==> src/rtl/pipe4_pkg.sv <==
// Package: shared instruction format and operation codes for the pipeline.
// Assumes 8 architectural registers and a 16-bit instruction word.
package pipe4_pkg;

    localparam int IW   = 16;
    localparam int RA_W = 3;
    localparam int NREG = 1 << RA_W;
    localparam int IMMW = 9;

    typedef enum logic [2:0] {
        OP_ADD = 3'd0,
        OP_SUB = 3'd1,
        OP_AND = 3'd2,
        OP_OR  = 3'd3,
        OP_XOR = 3'd4,
        OP_SHL = 3'd5,
        OP_SHR = 3'd6,
        OP_LDI = 3'd7
    } op_e;

    typedef struct packed {
        logic            valid;
        op_e             op;
        logic [RA_W-1:0] rd;
        logic [RA_W-1:0] rs1;
        logic [RA_W-1:0] rs2;
        logic [2:0]      lo;
    } instr_t;

    // True when the operation reads its first source register.
    function automatic logic reads_src1(op_e op);
        return op != OP_LDI;
    endfunction

    // True when the operation reads its second source register.
    function automatic logic reads_src2(op_e op);
        return (op == OP_ADD) || (op == OP_SUB) || (op == OP_AND) ||
               (op == OP_OR)  || (op == OP_XOR);
    endfunction

endpackage

==> src/rtl/pipe4_regfile.sv <==
// Register file: NREG words of DW bits, two combinational read ports, one
// synchronous write port. A read of the register being written this cycle
// returns the new value. Assumes synchronous active-low reset clears all words.
module pipe4_regfile #(
    parameter int DW   = 16,
    parameter int RA_W = 3
) (
    input  logic            clk,
    input  logic            rst_n,
    input  logic            we,
    input  logic [RA_W-1:0] wa,
    input  logic [DW-1:0]   wd,
    input  logic [RA_W-1:0] ra1,
    input  logic [RA_W-1:0] ra2,
    output logic [DW-1:0]   rd1,
    output logic [DW-1:0]   rd2
);
    localparam int NW = 1 << RA_W;

    logic [DW-1:0] words [NW];

    for (genvar i = 0; i < NW; i++) begin : g_word
        // Clear on reset, load when this word is the write target.
        always_ff @(posedge clk) begin
            if (!rst_n)
                words[i] <= '0;
            else if (we && (wa == RA_W'(i)))
                words[i] <= wd;
        end

        AST_REG_HOLD: assert property (@(posedge clk) disable iff (!rst_n)
            !(we && (wa == RA_W'(i))) |=> $stable(words[i]))
            else $error("register changed without a write");
    end

    // Read ports with write-through bypass.
    always_comb begin
        rd1 = (we && (wa == ra1)) ? wd : words[ra1];
        rd2 = (we && (wa == ra2)) ? wd : words[ra2];
    end

endmodule

==> src/rtl/pipe4_alu.sv <==
// Single-cycle ALU for the operate stage. Assumes DW is at least IMMW so the
// immediate fits after zero extension.
module pipe4_alu
    import pipe4_pkg::*;
#(
    parameter int DW = 16
) (
    input  op_e             op,
    input  logic [DW-1:0]   a,
    input  logic [DW-1:0]   b,
    input  logic [IMMW-1:0] imm,
    output logic [DW-1:0]   y
);
    // Select the result of the requested operation.
    always_comb begin
        unique case (op)
            OP_ADD:  y = a + b;
            OP_SUB:  y = a - b;
            OP_AND:  y = a & b;
            OP_OR:   y = a | b;
            OP_XOR:  y = a ^ b;
            OP_SHL:  y = {a[DW-2:0], 1'b0};
            OP_SHR:  y = {1'b0, a[DW-1:1]};
            default: y = {{(DW-IMMW){1'b0}}, imm};
        endcase
    end

endmodule

==> src/rtl/pipe4_hazard.sv <==
// Operand selection and stall decision for the decode stage. With FWD_EN set
// the operand takes the newest in-flight producer (operate stage, then write
// stage, then register file) and never stalls. With FWD_EN clear it stalls
// while the operate-stage instruction targets a source; the write stage is
// covered by the register file bypass.
module pipe4_hazard
    import pipe4_pkg::*;
#(
    parameter int DW     = 16,
    parameter bit FWD_EN = 1'b1
) (
    input  logic            dec_valid,
    input  op_e             dec_op,
    input  logic [RA_W-1:0] dec_rs1,
    input  logic [RA_W-1:0] dec_rs2,
    input  logic [DW-1:0]   rf_a,
    input  logic [DW-1:0]   rf_b,
    input  logic            ex_valid,
    input  logic [RA_W-1:0] ex_rd,
    input  logic [DW-1:0]   ex_y,
    input  logic            wr_valid,
    input  logic [RA_W-1:0] wr_rd,
    input  logic [DW-1:0]   wr_y,
    output logic [DW-1:0]   opnd_a,
    output logic [DW-1:0]   opnd_b,
    output logic            stall
);
    logic hit_a, hit_b;

    // Does the operate-stage instruction produce a source of the decoder.
    always_comb begin
        hit_a = ex_valid && reads_src1(dec_op) && (ex_rd == dec_rs1);
        hit_b = ex_valid && reads_src2(dec_op) && (ex_rd == dec_rs2);
    end

    if (FWD_EN) begin : g_fwd
        // Newest producer wins: operate, then write, then register file.
        always_comb begin
            if (ex_valid && (ex_rd == dec_rs1))      opnd_a = ex_y;
            else if (wr_valid && (wr_rd == dec_rs1)) opnd_a = wr_y;
            else                                     opnd_a = rf_a;
            if (ex_valid && (ex_rd == dec_rs2))      opnd_b = ex_y;
            else if (wr_valid && (wr_rd == dec_rs2)) opnd_b = wr_y;
            else                                     opnd_b = rf_b;
            stall = 1'b0;
        end
    end else begin : g_stall
        // No bypass from the ALU: wait one cycle for the write.
        always_comb begin
            opnd_a = rf_a;
            opnd_b = rf_b;
            stall  = dec_valid && (hit_a || hit_b);
        end
    end

endmodule

==> src/rtl/pipe4_core.sv <==
// Four-stage in-order pipeline: fetch, decode/operand read, operate, write.
// Assumes the instruction memory returns the addressed word in the same cycle
// when imem_ready is high. The debug port shows the write-stage buffer, which
// is the register write taking effect at the next edge.
module pipe4_core
    import pipe4_pkg::*;
#(
    parameter int DW     = 16,
    parameter int AW     = 8,
    parameter bit FWD_EN = 1'b1
) (
    input  logic            clk,
    input  logic            rst_n,
    output logic [AW-1:0]   imem_addr,
    input  logic [IW-1:0]   imem_rdata,
    input  logic            imem_ready,
    output logic            wb_valid,
    output logic [RA_W-1:0] wb_rd,
    output logic [DW-1:0]   wb_data
);
    // Fetch state and fetch-to-decode buffer.
    logic [AW-1:0]   pc;
    instr_t          fd_instr;

    // Decode-to-operate buffer.
    logic            do_valid;
    op_e             do_op;
    logic [RA_W-1:0] do_rd;
    logic [DW-1:0]   do_a, do_b;
    logic [IMMW-1:0] do_imm;

    // Operate-to-write buffer.
    logic            ow_valid;
    logic [RA_W-1:0] ow_rd;
    logic [DW-1:0]   ow_y;

    // Combinational nets between submodules.
    logic [DW-1:0]   rf_a, rf_b, opnd_a, opnd_b, alu_y;
    logic            stall;

    assign imem_addr = pc;

    // Fetch: advance on a ready word, insert a bubble on a miss, hold on stall.
    always_ff @(posedge clk) begin
        if (!rst_n) begin
            pc       <= '0;
            fd_instr <= '0;
        end else if (!stall) begin
            if (imem_ready) begin
                fd_instr <= instr_t'(imem_rdata);
                pc       <= pc + AW'(1);
            end else begin
                fd_instr <= '0;
            end
        end
    end

    pipe4_regfile #(.DW(DW), .RA_W(RA_W)) u_rf (
        .clk   (clk),
        .rst_n (rst_n),
        .we    (ow_valid),
        .wa    (ow_rd),
        .wd    (ow_y),
        .ra1   (fd_instr.rs1),
        .ra2   (fd_instr.rs2),
        .rd1   (rf_a),
        .rd2   (rf_b)
    );

    pipe4_hazard #(.DW(DW), .FWD_EN(FWD_EN)) u_hz (
        .dec_valid (fd_instr.valid),
        .dec_op    (fd_instr.op),
        .dec_rs1   (fd_instr.rs1),
        .dec_rs2   (fd_instr.rs2),
        .rf_a      (rf_a),
        .rf_b      (rf_b),
        .ex_valid  (do_valid),
        .ex_rd     (do_rd),
        .ex_y      (alu_y),
        .wr_valid  (ow_valid),
        .wr_rd     (ow_rd),
        .wr_y      (ow_y),
        .opnd_a    (opnd_a),
        .opnd_b    (opnd_b),
        .stall     (stall)
    );

    // Decode: load operands and control, or a bubble on a stall.
    always_ff @(posedge clk) begin
        if (!rst_n) begin
            do_valid <= 1'b0;
            do_op    <= OP_ADD;
            do_rd    <= '0;
            do_a     <= '0;
            do_b     <= '0;
            do_imm   <= '0;
        end else begin
            do_valid <= fd_instr.valid && !stall;
            do_op    <= fd_instr.op;
            do_rd    <= fd_instr.rd;
            do_a     <= opnd_a;
            do_b     <= opnd_b;
            do_imm   <= {fd_instr.rs1, fd_instr.rs2, fd_instr.lo};
        end
    end

    pipe4_alu #(.DW(DW)) u_alu (
        .op  (do_op),
        .a   (do_a),
        .b   (do_b),
        .imm (do_imm),
        .y   (alu_y)
    );

    // Operate: capture the ALU result and destination.
    always_ff @(posedge clk) begin
        if (!rst_n) begin
            ow_valid <= 1'b0;
            ow_rd    <= '0;
            ow_y     <= '0;
        end else begin
            ow_valid <= do_valid;
            ow_rd    <= do_rd;
            ow_y     <= alu_y;
        end
    end

    assign wb_valid = ow_valid;
    assign wb_rd    = ow_rd;
    assign wb_data  = ow_y;

    AST_STALL_FREEZE: assert property (@(posedge clk) disable iff (!rst_n)
        stall |=> ($stable(pc) && $stable(fd_instr)))
        else $error("stall did not freeze fetch and decode");
    AST_STALL_BUBBLE: assert property (@(posedge clk) disable iff (!rst_n)
        stall |=> !do_valid)
        else $error("stall did not insert a bubble");
    AST_MISS_HOLD: assert property (@(posedge clk) disable iff (!rst_n)
        (!stall && !imem_ready) |=> ($stable(pc) && !fd_instr.valid))
        else $error("fetch miss did not hold address");
    AST_FETCH_STEP: assert property (@(posedge clk) disable iff (!rst_n)
        (!stall && imem_ready) |=> (pc == $past(pc) + AW'(1)))
        else $error("fetch did not advance");
    AST_RESULT_FLOW: assert property (@(posedge clk) disable iff (!rst_n)
        do_valid |=> (wb_valid && (wb_rd == $past(do_rd))))
        else $error("operate result not passed to write");

endmodule

==> config.mk <==
export PLATFORM = sky130hd
export DESIGN_NAME = pipe4_core
export DESIGN_NICKNAME = d
export VERILOG_FILES = /design/src/rtl/pipe4_pkg.sv /design/src/rtl/pipe4_regfile.sv /design/src/rtl/pipe4_alu.sv /design/src/rtl/pipe4_hazard.sv /design/src/rtl/pipe4_core.sv
export SDC_FILE = /design/constraint.sdc
export NUM_CORES = 1
export LEC_CHECK = 0
export BUFFER_PORTS_ARGS = -buffer_cell sky130_fd_sc_hd__buf_2
export CELL_PAD_IN_SITES_DETAIL_PLACEMENT = 1
export CELL_PAD_IN_SITES_GLOBAL_PLACEMENT = 1
export CORE_MARGIN = 3
export CORE_UTILIZATION = 35
export DETAILED_ROUTE_END_ITERATION = 8
export PLACE_DENSITY_LB_ADDON = 0.1
export REMOVE_ABC_BUFFERS = 1
export SLEW_MARGIN = 20
export SYNTH_ARGS = -nofsm -noshare
export SYNTH_HDL_FRONTEND = slang
export SYNTH_HIERARCHICAL = 1
export SYNTH_SLANG_ARGS = --single-unit
==> constraint.sdc <==
create_clock -name clk -period 3.4 [get_ports clk]
set_input_delay 0.34 -clock clk [delete_from_list [all_inputs] [get_ports clk]]
set_output_delay 0.34 -clock clk [all_outputs]
set_load 0.01 [all_outputs]
* After elaboration in Yosys (flattened, before gate mapping)
Memories as Yosys holds them, arrays and structs flattened. A register that Yosys moved wholly into a read port is not among the register bits.
Index checks and enable logic that the tools add are counted.
** Word-level totals
- Memories :: 1
- Bits in latches :: 0
- Flip-flop bits (word level) :: 92
- Input bits :: 19
- Word-level logic and storage cells :: 103
- Bits in read-only memories :: 0
- Output and inout bits :: 28
- Bits in writable memories :: 128
** Memories
- u_rf.words :: depth 8, bits a word 16, read ports 2, clocked after memory_dff 2, wr ports 8, RTL line pipe4_regfile.sv:20 : logic [DW-1:0] words [NW];
** Operators by class
- Muxes and demuxes :: 40
- Add/sub/neg operators :: 3
- Order comparisons :: 0
- Bitwise operators :: 11
- Shift-type cells :: 0
- $mul :: 0
- Equal/unequal tests :: 17
- Div/mod/pow operators :: 0
- Reduce and logical (&&, ||, !) cells :: 15
** Operators with widths (number)
- two-way mux 16 bit :: 12
- case mux 16 bit (7 select lines) :: 1
- two-way mux 1 bit :: 25
- == test 3 bit (second input constant) :: 7
- adder 16 bit :: 1
- AND 16 bit :: 1
- OR 16 bit :: 1
- subtractor 16 bit :: 1
- XOR 16 bit :: 1
- == test 3 x 2 -> 1 bit (second input constant) :: 4
- == test 3 bit :: 4
- logical AND 1 bit :: 12
- adder 8 x 1 -> 8 bit (second input constant) :: 1
- OR 1 bit :: 8
- == test 3 x 1 -> 1 bit (second input constant) :: 2
- zero test 3 bit :: 2
- two-way mux 3 bit :: 2
- AND reduction 2 bit :: 1

* Longest topological paths before layout
- Depth after elaboration :: 6
- Gate-level depth with buffers :: 17
- Depth with buffers taken out :: 17

* Modules after synthesis
Netlist, hierarchy kept.
** By module, submodules not included
- pipe4_regfile :: area an instance 7455.9 µm², sequential area each 3843.7 µm², instances 1, cells an instance 448
- pipe4_core :: area an instance 2721.4 µm², sequential area each 1841.8 µm², instances 1, cells an instance 240
- pipe4_alu :: area an instance 2411.1 µm², sequential area each 0.0 µm², instances 1, cells an instance 355
- pipe4_hazard :: area an instance 819.5 µm², sequential area each 0.0 µm², instances 1, cells an instance 122

* Worst setup path before layout
OpenSTA, ideal clock, no wires.
- Path type :: flip-flop to flip-flop
- Start point :: register do_op[1]
- End point :: register do_a[10]
- Required time :: 3.285 ns
- Path slack :: -0.067 ns
- Arrival time :: 3.352 ns
- Stages on the path, launching flop included :: 16
- Period minus slack after synthesis :: 3.467 ns
- Setup time :: 0.115 ns
- Path buffers :: 1
- Path through :: dfxtp_1 clkbuf_1 nor2_1 nand2_1 nand2_1 o21ai_1 fa_1 nand2b_1 a21o_1 a311o_1 a21oi_1 xor2_1 mux4_2 nor2_1 a21oi_1 and2_1
** Between the ends
- Longest elaborated chain between the ends :: 3
** RTL lines
- start, declared :: RTL line pipe4_core.sv:27 : op_e do_op;
- start signal, assigned :: RTL line pipe4_core.sv:99 : do_op <= fd_instr.op;
- == test 3 bit, or another cell as far along :: RTL line pipe4_alu.sv:16 : unique case (op)
- case mux 16 bit (7 select lines) (*) :: RTL line pipe4_alu.sv:16
- net alu_y[10] :: RTL line pipe4_core.sv:38 : logic [DW-1:0] rf_a, rf_b, opnd_a, opnd_b, alu_y;
- two-way mux 16 bit (*) :: RTL line pipe4_hazard.sv:39 : if (ex_valid && (ex_rd == dec_rs1)) opnd_a = ex_y;
- net opnd_a[10] :: RTL line pipe4_core.sv:38
- end signal, assigned :: RTL line pipe4_core.sv:101 : do_a <= opnd_a;
- end, declared :: RTL line pipe4_core.sv:29 : logic [DW-1:0] do_a, do_b;
The timed path passes the listed nets; every way through them passes the cells marked *.
A chain may end at the register's enable or synchronous reset.

* Worst setup path after layout
- Start point :: register do_b[6]
- End point :: register do_b[13]
** Between the ends
- Longest elaborated chain between the ends :: 3
** RTL lines
- start, declared :: RTL line pipe4_core.sv:29
- start signal, assigned :: RTL line pipe4_core.sv:102 : do_b <= opnd_b;
- subtractor 16 bit / adder 16 bit (equally long branches) :: RTL line pipe4_alu.sv:18, pipe4_alu.sv:17
- case mux 16 bit (7 select lines) (*) :: RTL line pipe4_alu.sv:16
- net alu_y[13] :: RTL line pipe4_core.sv:38
- two-way mux 16 bit (*) :: RTL line pipe4_hazard.sv:42 : if (ex_valid && (ex_rd == dec_rs2)) opnd_b = ex_y;
- net opnd_b[13] :: RTL line pipe4_core.sv:38
Marked as above.

==> flow_metrics.env <==
export IMPL_status="finished clean"
export IMPL_core_area_sq_um=37800
export IMPL_layout_nets=1299
export IMPL_die_area_sq_um=40700
export IMPL_period_minus_slack_ns=3.22
export IMPL_ys_seq_area_frac=0.424
export IMPL_layout_common_cells="195 x and2_1, 128 x edfxtp_1, 88 x nor2_1"
export IMPL_drt_first_pass_iters=4
export IMPL_fin_ws_ns=0.182
export IMPL_grt_start_max_net_pins=68
export IMPL_fin_crit_sh=0.947
export IMPL_place_area_sq_um=14500
export IMPL_grt_use_total=0.188
export IMPL_ys_async_sr_fraction=0
export IMPL_crit_path_end_kind="flip-flop"
export IMPL_p_sw_w=0.00206
export IMPL_grt_overflow_total=0
export IMPL_critPathRequiredTime_ns=3.82
export IMPL_rsz0062_at_grt="true"
export IMPL_cts_buffers=27
export IMPL_crit_fanout=3
export IMPL_synth_adder_area_share=0.0472
export IMPL_die_y_microns=202
export IMPL_clockBufferDepth=3
export IMPL_synth_edf_count=128
export IMPL_synth_area_mux_share=0.218
export IMPL_final_area_sq_um=15500
export IMPL_finalClockSkew_ns=0.0252
export IMPL_combPwrFrac=0.174
export IMPL_worstPathArrival_ns=3.64
export IMPL_seq_power_share=0.438
export IMPL_ir_drop_mv=0.364
export IMPL_avgRoutedWirePerCell_microns=21.8
export IMPL_die_x_microns=202
export IMPL_ys_types=66
export IMPL_rows=71
export IMPL_swShare=0.283
export IMPL_ant_nets=0
export IMPL_layout_commonest_cell="and2_1"
export IMPL_dp_hpwl_mm=26.6
export IMPL_synth_ff_type="edfxtp_1"
export IMPL_vias=9276
export IMPL_area_growth_pct=15.3
export IMPL_hold_buffers=0
export IMPL_finalPower_w=0.00728
export IMPL_netlist_instances=1165
export IMPL_start_kind="flip-flop"
export IMPL_hold_viol=0
export IMPL_p_leak_nw=6.26
export IMPL_cts_tree="done"
export IMPL_pin_count=47
export IMPL_fmax_mhz=311
export IMPL_insertion_delay_ns=0.55
export IMPL_syn_area_per_cell_sq_um=11.5
export IMPL_routabilityCongestion=0.765
export IMPL_synth_compound_area_share=0.0820
export IMPL_tightest_slew_ns=0.806
export IMPL_slew_headroom=0.460
export IMPL_netlist_area_sq_um=13400
export IMPL_grt_pass1_wl_mm=59.6
export IMPL_clock_sinks=220
export IMPL_drv_slew=0
export IMPL_routed_wl_mm=38.4
export IMPL_final_setup_viol_count=0
export IMPL_yosys_area_share_xor_xnor=0.0281
export IMPL_maxCapViolations=0
export IMPL_critPathKind="flip-flop to flip-flop"
export IMPL_p_per_area_nw_per_um2=471
export IMPL_initial_core_util=0.355
export IMPL_final_layout_size_suffix_gt1_frac=0.211
export IMPL_post_route_drc_count=0
export IMPL_clk_pin_slew_ns=0.06
export IMPL_cts_max_level=1
export IMPL_yosys_area_share_simple=0.162
export IMPL_ys_warn_count=6
export IMPL_holdCritPathClass="primary input to flip-flop"
export IMPL_viasPerCell=5.27
export IMPL_io_buffer_count=46
export IMPL_antenna_found_initial=0
export IMPL_drt_iter0_markers=381
export IMPL_cts_root_buf="clkbuf_16"
export IMPL_internal_power_w=0.00522
export IMPL_utilization=0.409
export IMPL_dpl_worst_slack_ns=0.0379
export IMPL_synth_top_family_by_area="multiplexers"
export IMPL_power_frac_clock=0.388
export IMPL_synth_ff_latch_count=220
export IMPL_grt_pass1_vias=10000
## power groups by stage
stage               registers (W)  logic, W  clock network [W]
finish                    0.00319   0.00127            0.00282
global route              0.00323   0.00141            0.00303
CTS                       0.00320   0.00125            0.00291
detailed placement        0.00326   0.00125                  0
global placement          0.00325   0.00123                  0
floorplan                 0.00318  0.000761                  0
## cells by family (layout without fill, tap and decap cells)
| logic type | Yosys count | in the layout |
|---|---|---|
| compound gates | 177 | 177 |
| buf+inv | 110 | 194 |
| simple gates | 389 | 389 |
| xor+xnor | 43 | 43 |
| other cells | 1 | 2 |
| mux | 175 | 175 |
| flops | 220 | 220 |
| fa+ha+maj | 50 | 50 |
## cells in the mapped netlist, types with 6 or more instances
cell      number  area [sq um]
a21oi_1       70           350
a22oi_1       19           143
and2_1       195          1220
buf_2         14          70.1
buf_6         11           124
clkbuf_1      40           150
dfxtp_1       92          1840
edfxtp_1     128          3840
ha_1          49           613
inv_1         39           146
mux2_2        56           631
mux2_4        11           165
mux2i_1       41           410
mux4_1        60          1580
nand2_1       42           158
nand2b_1      13          81.3
nand3_1       10          50.1
nand4_1        6          37.5
nor2_1        88           330
nor2b_1        6          37.5
o21ai_0       29           145
o21ai_1       10          50.1
xnor2_1       36           315
xor2_1         7          61.3
## state kept, by name, indices dropped and copies added (netlist names)
name,count
do_op,3
imem_addr,8
wb_data,16
do_valid,1
do_rd,3
do_a,16
do_b,16
wb_rd,3
wb_valid,1
do_imm,9
u_rf/words,128
fd_instr,16
## layout make-up
class                           instances  area (sq um)
Fill cell                            4070         22300
Multi-Input combinational cell        835          7370
Antenna cell                            1          2.50
Sequential cell                       220          5690
Timing Repair Buffer                  105           736
Inverter                               41           154
Clock buffer                           39           751
Clock inverter                          9           113
Tap cell                              511           639
## path summary, 6_finish.rpt
check | startpoint | end | slack (ns) | depth (start not counted)
setup / recovery | do_b[6]$_SDFF_PN0_ | do_b[13]$_SDFF_PN0_ | 0.18 | 15
hold / removal | imem_rdata[5] | fd_instr[5]$_SDFFE_PN0N_ | 0.04 | 3
setup reg to reg | do_b[6]$_SDFF_PN0_ | do_b[13]$_SDFF_PN0_ | 0.18 | 15
hold reg to reg | fd_instr[15]$_SDFFE_PN0N_ | do_valid$_SDFF_PN0_ | 0.43 | 2
## stage by stage
step,hold slack (ns),std cells,TNS [ns]
after floorplan,0.410,1096,-3.24
after global placement,0.421,1709,0
after detailed placement,0.427,1709,0
after CTS,0.0151,1757,0
after global routing,0.0316,1760,-0.0508
final,0.0365,1761,0
## per-layer routing
metal,vias up,global-route usage,wire [microns]
met5,-,0,0
met4,0,0.0441,740
met3,42,0.0199,1020
met2,114,0.326,18800
met1,4712,0.253,17900
li1,4408,-,-
## what timing repair did
item	4_1_cts	5_1_grt
endpoints found under the setup margin	0	19
resized for setup	0	28
setup buffers	0	3
## critical path: stages, from the launching register on
cell,delay (ns)
dfxtp_1,0.34
nor4_4,0.37
nand2_2,0.11
or4_4,0.48
nand2_1,0.11
xnor2_1,0.07
ha_1,0.35
a21oi_2,0.16
o21bai_1,0.09
a21oi_1,0.21
nor3_1,0.09
a221oi_1,0.22
nand2_1,0.17
nor2_1,0.12
a21oi_1,0.05
and2_1,0.17
Power figures use the tool's default switching activity.
